==> src/rtl/pgb_pkg.sv <==
// Package: shared types and decode helpers for the page buffer burst packer.
// Assumes a bus data width of 16 or 32 bits.
package pgb_pkg;

    localparam logic [7:0] BURST_CFG_ADDR = 8'h5D;

    typedef enum logic [1:0] {
        PK_W8  = 2'b00,
        PK_W16 = 2'b01,
        PK_W32 = 2'b10,
        PK_WX  = 2'b11
    } pack_width_e;

    typedef struct packed {
        logic [3:0]  nwords;
        logic        big_end;
        pack_width_e width;
    } burst_cfg_t;

    typedef enum logic [1:0] {
        ST_IDLE    = 2'd0,
        ST_GATHER  = 2'd1,
        ST_PRESENT = 2'd2
    } burst_state_e;

    // Bytes per word. Burst off forces one byte. A width the bus cannot carry is narrowed.
    function automatic logic [2:0] word_bytes(burst_cfg_t c, int unsigned bus_bytes);
        logic [2:0] b;
        if (c.nwords == 4'd0) b = 3'd1;
        else begin
            case (c.width)
                PK_W16:  b = 3'd2;
                PK_W32:  b = 3'd4;
                default: b = 3'd1;
            endcase
        end
        if (32'(b) > bus_bytes) b = (bus_bytes >= 2) ? 3'd2 : 3'd1;
        return b;
    endfunction

    // Words per request: 0 means a single word, and counts above 3 become 3.
    function automatic logic [1:0] word_count(burst_cfg_t c);
        if (c.nwords == 4'd0) return 2'd1;
        if (c.nwords > 4'd3)  return 2'd3;
        return c.nwords[1:0];
    endfunction

endpackage

==> src/rtl/burst_cfg_reg.sv <==
// Module: write-only burst configuration register.
// Loads the width, order and count fields when the bus writes the
// configuration address. Writes to other addresses are ignored.
module burst_cfg_reg
    import pgb_pkg::*;
(
    input  logic       clk,
    input  logic       rst_n,
    input  logic       wr_en,
    input  logic [7:0] wr_addr,
    input  logic [3:0] wr_count,
    input  logic       wr_big,
    input  logic [1:0] wr_width,
    output burst_cfg_t cfg
);

    // Capture the fields on a write that decodes to this register.
    always_ff @(posedge clk) begin
        if (!rst_n) begin
            cfg <= '0;
        end else if (wr_en && wr_addr == BURST_CFG_ADDR) begin
            cfg.nwords  <= wr_count;
            cfg.big_end <= wr_big;
            cfg.width   <= pack_width_e'(wr_width);
        end
    end

    assert_foreign_write_R2: assert property (@(posedge clk) disable iff (!rst_n)
        (wr_en && wr_addr != BURST_CFG_ADDR) |=> $stable(cfg));

endmodule

==> src/rtl/pack_accum.sv <==
// Module: byte accumulator that builds one packed word.
// On the first byte of a word (idx 0) it starts from zero.
// In big-endian mode it shifts the word left and puts the new byte low.
// In little-endian mode it places byte idx at bit 8*idx.
module pack_accum #(
    parameter int BUS_W = 32
) (
    input  logic             clk,
    input  logic             rst_n,
    input  logic             load,
    input  logic [1:0]       idx,
    input  logic             big,
    input  logic [7:0]       byte_in,
    output logic [BUS_W-1:0] word
);

    logic [BUS_W-1:0] base;
    logic [BUS_W-1:0] next;

    // Choose the starting value and merge the incoming byte.
    always_comb begin
        base = (idx == 2'd0) ? '0 : word;
        next = base;
        if (big) next = {base[BUS_W-9:0], byte_in};
        else     next[8*int'(idx) +: 8] = byte_in;
    end

    // Hold the word between loads.
    always_ff @(posedge clk) begin
        if (!rst_n)    word <= '0;
        else if (load) word <= next;
    end

    assert_big_low_byte_R6: assert property (@(posedge clk) disable iff (!rst_n)
        (load && big) |=> word[7:0] == $past(byte_in));
    assert_little_first_byte_R5: assert property (@(posedge clk) disable iff (!rst_n)
        (load && !big && idx == 2'd0) |=> word == BUS_W'($past(byte_in)));

endmodule

==> src/rtl/burst_ctrl.sv <==
// Module: burst sequencer.
// On an accepted request it captures the configuration and steps the
// buffer pointer one byte per cycle (wrapping at 16). After each word's
// bytes it presents the word and waits for the consumer. rd_ready is
// high only in the idle state.
module burst_ctrl
    import pgb_pkg::*;
#(
    parameter int BUS_W = 32
) (
    input  logic       clk,
    input  logic       rst_n,
    input  burst_cfg_t cfg,
    input  logic       rd_req,
    input  logic [3:0] rd_offset,
    output logic       rd_ready,
    output logic [3:0] buf_addr,
    output logic       acc_load,
    output logic [1:0] acc_idx,
    output logic       acc_big,
    output logic       out_valid,
    input  logic       out_ready,
    output logic       out_last
);

    localparam int unsigned BUS_BYTES = BUS_W / 8;

    burst_state_e state;
    logic [3:0]   ptr;
    logic [1:0]   bidx;
    logic [2:0]   nb;
    logic [1:0]   nw;
    logic [1:0]   wcnt;
    logic         big;
    logic         word_done;

    // Decode the outputs and the end of a word from the state.
    always_comb begin
        rd_ready  = (state == ST_IDLE);
        out_valid = (state == ST_PRESENT);
        out_last  = out_valid && (wcnt == nw);
        acc_load  = (state == ST_GATHER);
        word_done = ({1'b0, bidx} == nb - 3'd1);
    end

    assign buf_addr = ptr;
    assign acc_idx  = bidx;
    assign acc_big  = big;

    // Sequence the burst: capture on accept, gather bytes, present words.
    always_ff @(posedge clk) begin
        if (!rst_n) begin
            state <= ST_IDLE;
            ptr   <= '0;
            bidx  <= '0;
            nb    <= 3'd1;
            nw    <= 2'd1;
            wcnt  <= 2'd1;
            big   <= 1'b0;
        end else begin
            case (state)
                ST_IDLE: if (rd_req) begin
                    ptr   <= rd_offset;
                    bidx  <= '0;
                    nb    <= word_bytes(cfg, BUS_BYTES);
                    nw    <= word_count(cfg);
                    big   <= cfg.big_end && (cfg.nwords != 4'd0);
                    wcnt  <= 2'd1;
                    state <= ST_GATHER;
                end
                ST_GATHER: begin
                    ptr <= ptr + 4'd1;
                    if (word_done) begin
                        bidx  <= '0;
                        state <= ST_PRESENT;
                    end else begin
                        bidx <= bidx + 2'd1;
                    end
                end
                ST_PRESENT: if (out_ready) begin
                    if (wcnt == nw) state <= ST_IDLE;
                    else begin
                        wcnt  <= wcnt + 2'd1;
                        state <= ST_GATHER;
                    end
                end
                default: state <= ST_IDLE;
            endcase
        end
    end

    assert_hold_under_stall_R10: assert property (@(posedge clk) disable iff (!rst_n)
        (out_valid && !out_ready) |=> (out_valid && $stable(out_last)));
    assert_busy_after_accept_R9: assert property (@(posedge clk) disable iff (!rst_n)
        (rd_req && rd_ready) |=> !rd_ready);
    assert_free_after_last_R7: assert property (@(posedge clk) disable iff (!rst_n)
        (out_valid && out_ready && out_last) |=> rd_ready);
    assert_pointer_steps_R8: assert property (@(posedge clk) disable iff (!rst_n)
        (acc_load && $past(acc_load)) |-> buf_addr == $past(buf_addr) + 4'd1);
    assert_word_limit_R7: assert property (@(posedge clk) disable iff (!rst_n)
        out_valid |-> (wcnt <= nw));

endmodule

==> src/rtl/pgbuf_burst_packer.sv <==
// Module: top of the page buffer burst read packer.
// Connects the configuration register, the sequencer and the accumulator.
// Assumes pbuf_data is valid in the same cycle pbuf_addr is driven.
module pgbuf_burst_packer #(
    parameter int BUS_W = 32
) (
    input  logic             clk,
    input  logic             rst_n,
    input  logic             cfg_wr,
    input  logic [7:0]       cfg_addr,
    input  logic [15:0]      cfg_wdata,
    input  logic             rd_req,
    input  logic [3:0]       rd_offset,
    output logic             rd_ready,
    output logic [3:0]       pbuf_addr,
    input  logic [7:0]       pbuf_data,
    output logic             out_valid,
    input  logic             out_ready,
    output logic [BUS_W-1:0] out_data,
    output logic             out_last
);

    pgb_pkg::burst_cfg_t cfg;
    logic                acc_load;
    logic [1:0]          acc_idx;
    logic                acc_big;
    logic                unused_cfg_bits;

    assign unused_cfg_bits = ^{cfg_wdata[15:12], cfg_wdata[7:5], cfg_wdata[3:2]};

    burst_cfg_reg u_cfg (
        .clk      (clk),
        .rst_n    (rst_n),
        .wr_en    (cfg_wr),
        .wr_addr  (cfg_addr),
        .wr_count (cfg_wdata[11:8]),
        .wr_big   (cfg_wdata[4]),
        .wr_width (cfg_wdata[1:0]),
        .cfg      (cfg)
    );

    burst_ctrl #(.BUS_W(BUS_W)) u_ctrl (
        .clk       (clk),
        .rst_n     (rst_n),
        .cfg       (cfg),
        .rd_req    (rd_req),
        .rd_offset (rd_offset),
        .rd_ready  (rd_ready),
        .buf_addr  (pbuf_addr),
        .acc_load  (acc_load),
        .acc_idx   (acc_idx),
        .acc_big   (acc_big),
        .out_valid (out_valid),
        .out_ready (out_ready),
        .out_last  (out_last)
    );

    pack_accum #(.BUS_W(BUS_W)) u_acc (
        .clk     (clk),
        .rst_n   (rst_n),
        .load    (acc_load),
        .idx     (acc_idx),
        .big     (acc_big),
        .byte_in (pbuf_data),
        .word    (out_data)
    );

    assert_data_hold_R10: assert property (@(posedge clk) disable iff (!rst_n)
        (out_valid && !out_ready) |=> $stable(out_data));
    assert_idle_after_reset_R1: assert property (@(posedge clk)
        !rst_n |=> (rd_ready && !out_valid));

endmodule

==> config.mk <==
export PLATFORM = sky130hd
export DESIGN_NAME = pgbuf_burst_packer
export DESIGN_NICKNAME = d
export VERILOG_FILES = /design/src/rtl/pgb_pkg.sv /design/src/rtl/burst_cfg_reg.sv /design/src/rtl/pack_accum.sv /design/src/rtl/burst_ctrl.sv /design/src/rtl/pgbuf_burst_packer.sv
export SDC_FILE = /design/constraint.sdc
export NUM_CORES = 1
export LEC_CHECK = 0
export BUFFER_PORTS_ARGS = -buffer_cell sky130_fd_sc_hd__buf_2
export CORE_UTILIZATION = 29
export DETAILED_ROUTE_END_ITERATION = 12
export HOLD_SLACK_MARGIN = 0.12
export PLACE_DENSITY = 0.52
export SLEW_MARGIN = 0
export SYNTH_ARGS = -nofsm -noshare
export SYNTH_HDL_FRONTEND = slang
export SYNTH_SLANG_ARGS = --single-unit
export TNS_END_PERCENT = 1
==> constraint.sdc <==
create_clock -name clk -period 2.55 [get_ports clk]
set_input_delay 0.255 -clock clk [delete_from_list [all_inputs] [get_ports clk]]
set_output_delay 0.255 -clock clk [all_outputs]
set_load 0.02 [all_outputs]
=== Word-level counts from Yosys, hierarchy flattened ===
Cells that the tools add are included.

* Add/subtract/negate cells: 5
* $lt $le $gt $ge: 2
* Equal/unequal tests: 11
* Shift operators: 2
* Mux-type cells: 35
* Reduce and logical (&&, ||, !) cells: 13

{| class="wikitable"
|+ Operator list
! operator !! count
|-
| 32-bit two-way mux || 2
|-
| 5-bit negation with 33-bit output || 1
|-
| 8-bit by 33-bit variable shift with 32-bit output (first input constant) || 1
|-
| 8-bit by 33-bit indexed part select with 32-bit output || 1
|-
| 32-bit bitwise mux || 1
|-
| 2-bit two-way mux || 11
|-
| 3-bit two-way mux || 5
|-
| 1-bit two-way mux || 10
|-
| 8-bit by 7-bit == test with 1-bit output (second input constant) || 1
|-
| 2-bit case mux with 2 select lines || 2
|-
| 4-bit case mux with 2 select lines || 1
|-
| 2-bit case mux with 3 select lines || 1
|-
| 3-bit case mux with 2 select lines || 1
|-
| 2-bit by 1-bit adder with 2-bit output (second input constant) || 2
|-
| 4-bit by 1-bit adder with 4-bit output (second input constant) || 1
|-
| 2-bit by 1-bit == test with 1-bit output (second input constant) || 2
|-
| 2-bit == test (second input constant) || 2
|-
| 4-bit by 2-bit > comparator with 1-bit output (second input constant) || 1
|-
| 2-bit zero test || 2
|-
| 4-bit zero test || 1
|-
| 4-bit two-way mux || 1
|-
| 2-bit by 1-bit != test with 1-bit output (second input constant) || 2
|-
| 2-bit != test (second input constant) || 2
|-
| 2-bit AND reduction || 2
|-
| other kinds (9) || 12
|}

* Register bits: 55
* Output and inout bits: 39

=== Logic depth before layout (Yosys ltp) ===
* Depth after elaboration: 11
* Depth in mapped cells: 10
* Mapped depth without buffers: 6

=== By module ===
Synthesis repeated with hierarchy kept, for this count alone.

* Cells, all modules: 333
* Area, all modules: 2,980.4 sq um

{| class="wikitable"
|+ Modules (own cells, without submodules)
! module !! times used !! cells an instance !! area an instance (sq um) !! seq. area each (sq um)
|-
| pack_accum || 1 || 195 || 1,786.7 || 640.6
|-
| burst_ctrl || 1 || 105 || 885.8 || 320.3
|-
| burst_cfg_reg || 1 || 33 || 307.8 || 140.1
|}

=== Least setup slack after synthesis ===
No wires, ideal clock.

* Kind: reg2reg
* Start point: register u_ctrl.bidx[0], in the netlist u_ctrl.acc_idx[0]
* End point: register u_acc.word[16]
* Arrival: 1,717 ps
* Data required time: 2,491 ps
* Path slack: 774 ps
* Cell stages (with the launch flop): 9
* Buffers on the path: 2
* Clock period less this slack: 1,776 ps
* Path through: dfxtp_1 > buf_2 > inv_1 > ha_1 > buf_2 > nor4b_4 > a32oi_1 > o21ai_1 > o211a_1

* Word-level cells in the longest chain between the ends: 4
* Elaborated cells between the ends (all ways): 7

{| class="wikitable"
|+ RTL lines
! item !! RTL line !! RTL
|-
| from (decl) || burst_ctrl.sv:30 || <nowiki>logic [1:0] bidx;</nowiki>
|-
| from (signal assigned) || burst_ctrl.sv:77 || <nowiki>bidx <= bidx + 2'd1;</nowiki>
|-
| 5-bit negation with 33-bit output / 2-bit zero test (equally long branches) || pack_accum.sv:25, pack_accum.sv:22 ||
|-
| 8-bit by 33-bit indexed part select with 32-bit output, or another cell as far along || pack_accum.sv:25 || <nowiki>else next[8*int'(idx) +: 8] = byte_in;</nowiki>
|-
| 32-bit bitwise mux || pack_accum.sv:25 ||
|-
| 32-bit two-way mux * || pack_accum.sv:24 || <nowiki>if (big) next = {base[BUS_W-9:0], byte_in};</nowiki>
|-
| to (signal assigned) || pack_accum.sv:31 || <nowiki>else if (load) word <= next;</nowiki>
|-
| to (decl) || pack_accum.sv:14 || <nowiki>output logic [BUS_W-1:0] word</nowiki>
|}

Every way passes the cells marked *; elsewhere a longest branch is shown, timed or not.
A chain may end at the register's enable or synchronous reset.

=== Final worst setup path ===
Ends and elaborated chain as after synthesis.

==> results.yml <==
critical_path:
  cp.arrival_ns: 2.37
  crit_path_max_incr_delay_ns: 0.56
  cp_top_family: "flip-flops"
  cpMaxStageDelayCell: "dfxtp_1"
  startpoint_type: "flop"
  worstReg2RegStart: "u_ctrl.acc_idx[0]"
  path_class: "flop to flop"
  required_ns: 2.80
  critPathLaunch: "u_ctrl.acc_idx[0]"
  crit_buf_inv: 1
  critPathMaxFanout: 10
  path_cells: "inv_1 > ha_1 > nor4b_4 > a32oi_1 > o21ai_1 > o211a_1"
  reg2reg_slack_ns: 0.43
  critPathCaptureType: "flop"
grt:
  first_global_vias: 2333
  antenna_found_initial: 0
  grtUsageMet1_pct: 22.7
  grt_usage_pct: 15.4
  busiest_layer: "met2"
  use_met3_pct: 2.79
  grt_overflow: 0
  grt_pass1_wl_mm: 12.2
  globalRouteMet2Util_pct: 23.0
  grt_max_degree: 31
logic_synthesis:
  synth_cells: 311
  syn_avg_cell_area_um2: 8.92
  async_reset_ff_share_pct: 0
  synth_warnings: 0
  ys_top_cells_by_area: "dfxtp_1, o211a_1, a21oi_1"
  synth_edf_count: 0
  ys_seq_area_share_pct: 39.7
  synth_top_area_share_pct: 39.7
  synth_seq_cells: 55
  yosys_most_used_dff: "dfxtp_1"
  synth_area_um2: 2770
  yosys.area.top_type: "dfxtp_1"
  ys_types: 45
  syn-num-nets: 361
clock_network:
  clk_pin_slew_ns: 0.10
  postCtsSetupBuffers: 0
  cts_root_buf: "clkbuf_8"
  ctsLongestPathBuffers: 2
  cts_max_level: 2
  cts_tree: "done"
  cts_buffers: 5
  insertion_delay_ns: 0.30
  clkSinkCount: 55
  hold_buffers: 0
  cts_resized: 0
floorplanning:
  core_area_um2: 9240
  die_w_um: 99.8
  fp.dieH_um: 99.8
  ios: 80
  die_area_um2: 9960
  placementRows: 35
  start_util_pct: 30.0
sta:
  period_share_pct: 83.3
  max_freq_mhz: 471
  fin_skew_ns: 0.00564
  hold_viol: 0
  setup_viol: 0
  slew_violations: 0
  slew_headroom_pct: 55.1
  worst_pin_slew_ns: 0.669
  setup_ws_ns: 0.427
  rsz0062_at_grt: "no"
  setup-tns-final_ns: 0
  period_needed_ns: 2.12
layout:
  mostFrequentLayoutCells: "buf_2, dfxtp_1, a21oi_1"
  multi_input_area_um2: 1540
  ff_latch_area_um2: 1100
  layout-drive-gt1-share_pct: 26.7
  fin_util_pct: 36.3
  diodes: 0
  final_nets: 425
  final_common_cell: "buf_2"
  area_delta_synth_final_pct: 21.1
  fillers: 989
hold_path:
  min_path_type: "input pin to flop"
  hp-start: "cfg_wdata[11]"
power_and_ir_drop:
  p_leak_uw: 0.00148
  power.density_nw_per_um2: 643
  peakVddDrop_uv: 242
placement:
  place.gp.congestion: 0.788
  dp_slack_ns: 0.422
  io_buffer_count: 70
  hpwl_mm: 5.38
detailed_routing:
  dr.pass1.iters: 5
  wl_mm: 7.55
  wire_per_inst_um: 15.0
  drt-initial-drc-count: 165
  ant_nets: 0
  drcViolationCount: 0
  viasPerCell: 5.05
  routed-via-count: 2545
status:
  status: "complete, no violations"
flow_run:
  drv_cap: 0
==> stage by stage <==
step / power (µW) / instance area (µm²) / hold slack [ns] / instances
floorplan: 1410 / 2770 / 0.408 / 311
global route: 2300 / 3360 / 0.181 / 504
finish: 2160 / 3360 / 0.191 / 504
CTS: 2200 / 3360 / 0.181 / 504
global placement: 1610 / 3260 / 0.462 / 497
detailed placement: 1620 / 3260 / 0.469 / 497
==> cell type report <==
class	count	share of cell area, %
clock inverters	1	0.894
clock buffers	6	2.16
well taps	129	4.81
multi-input cells	225	45.9
repair buffers	79	12.4
flip-flops and latches	55	32.8
inverters	9	1.01
==> flip-flops by register name, summed over array words and instances (netlist names) <==
name             cells
u_ctrl.nw            2
u_ctrl.acc_idx       2
u_ctrl.state         2
u_cfg.cfg            7
u_ctrl.wcnt          2
u_acc.word          32
u_ctrl.buf_addr      4
u_ctrl.nb            3
u_ctrl.acc_big       1
==> cell families (layout without fill, tap and decap cells) <==
family,Yosys count,in the layout,synth area share [%]
AOI/OAI and AO/OA,122,122,29.7
and+or+nand+nor,80,80,17.0
DFF,55,55,39.7
buffers and inverters,31,95,4.74
adders and majority gates,9,9,4.06
muxes,8,8,2.89
xor gates and xnor gates,6,6,1.89
==> Yosys cell counts (2+ instances only) <==
master / count
nor2_1: 18
clkbuf_1: 7
a21oi_1: 28
o21ai_1: 18
a2bb2oi_1: 2
a31oi_1: 8
a32oi_1: 16
nor4_1: 2
nor3_1: 6
nor2b_1: 4
o21ai_0: 18
o211a_1: 16
ha_1: 9
xnor2_1: 4
dfxtp_1: 55
nand3_1: 9
nor2_2: 7
xor2_1: 2
buf_2: 12
buf_1: 3
a22oi_1: 9
a211oi_1: 2
inv_1: 9
nand2_1: 18
mux2i_1: 8
nand4_1: 2
==> worst paths after layout <==
path,end,depth (start not counted)
setup / recovery,u_acc.word[16],6
hold / removal,u_cfg.cfg[6],3
setup reg to reg,u_acc.word[16],6
hold reg to reg,u_ctrl.nb[2],2
==> routing by layer <==
metal | wire length, µm | part of all wire [%]
met1 | 3800 | 50
met2 | 3250 | 43
met3 | 438 | 5.8
met4 | 63 | 0.83
met5 | 0 | 0
==> worst register-to-register path: stages (launching register included) <==
cell,delay (ns)
dfxtp_1,0.56
inv_1,0.16
ha_1,0.38
nor4b_4,0.48
a32oi_1,0.18
o21ai_1,0.15
o211a_1,0.17
==> power breakdown <==
group          switching (µW)  leakage [µW]  internal, µW  total [µW]
registers                84.4      0.000449           945        1030
logic                     355      0.000976           214         569
clock network             273     0.0000513           288         562
total                     713       0.00148          1450        2160
(Power assumes the default switching activity.)
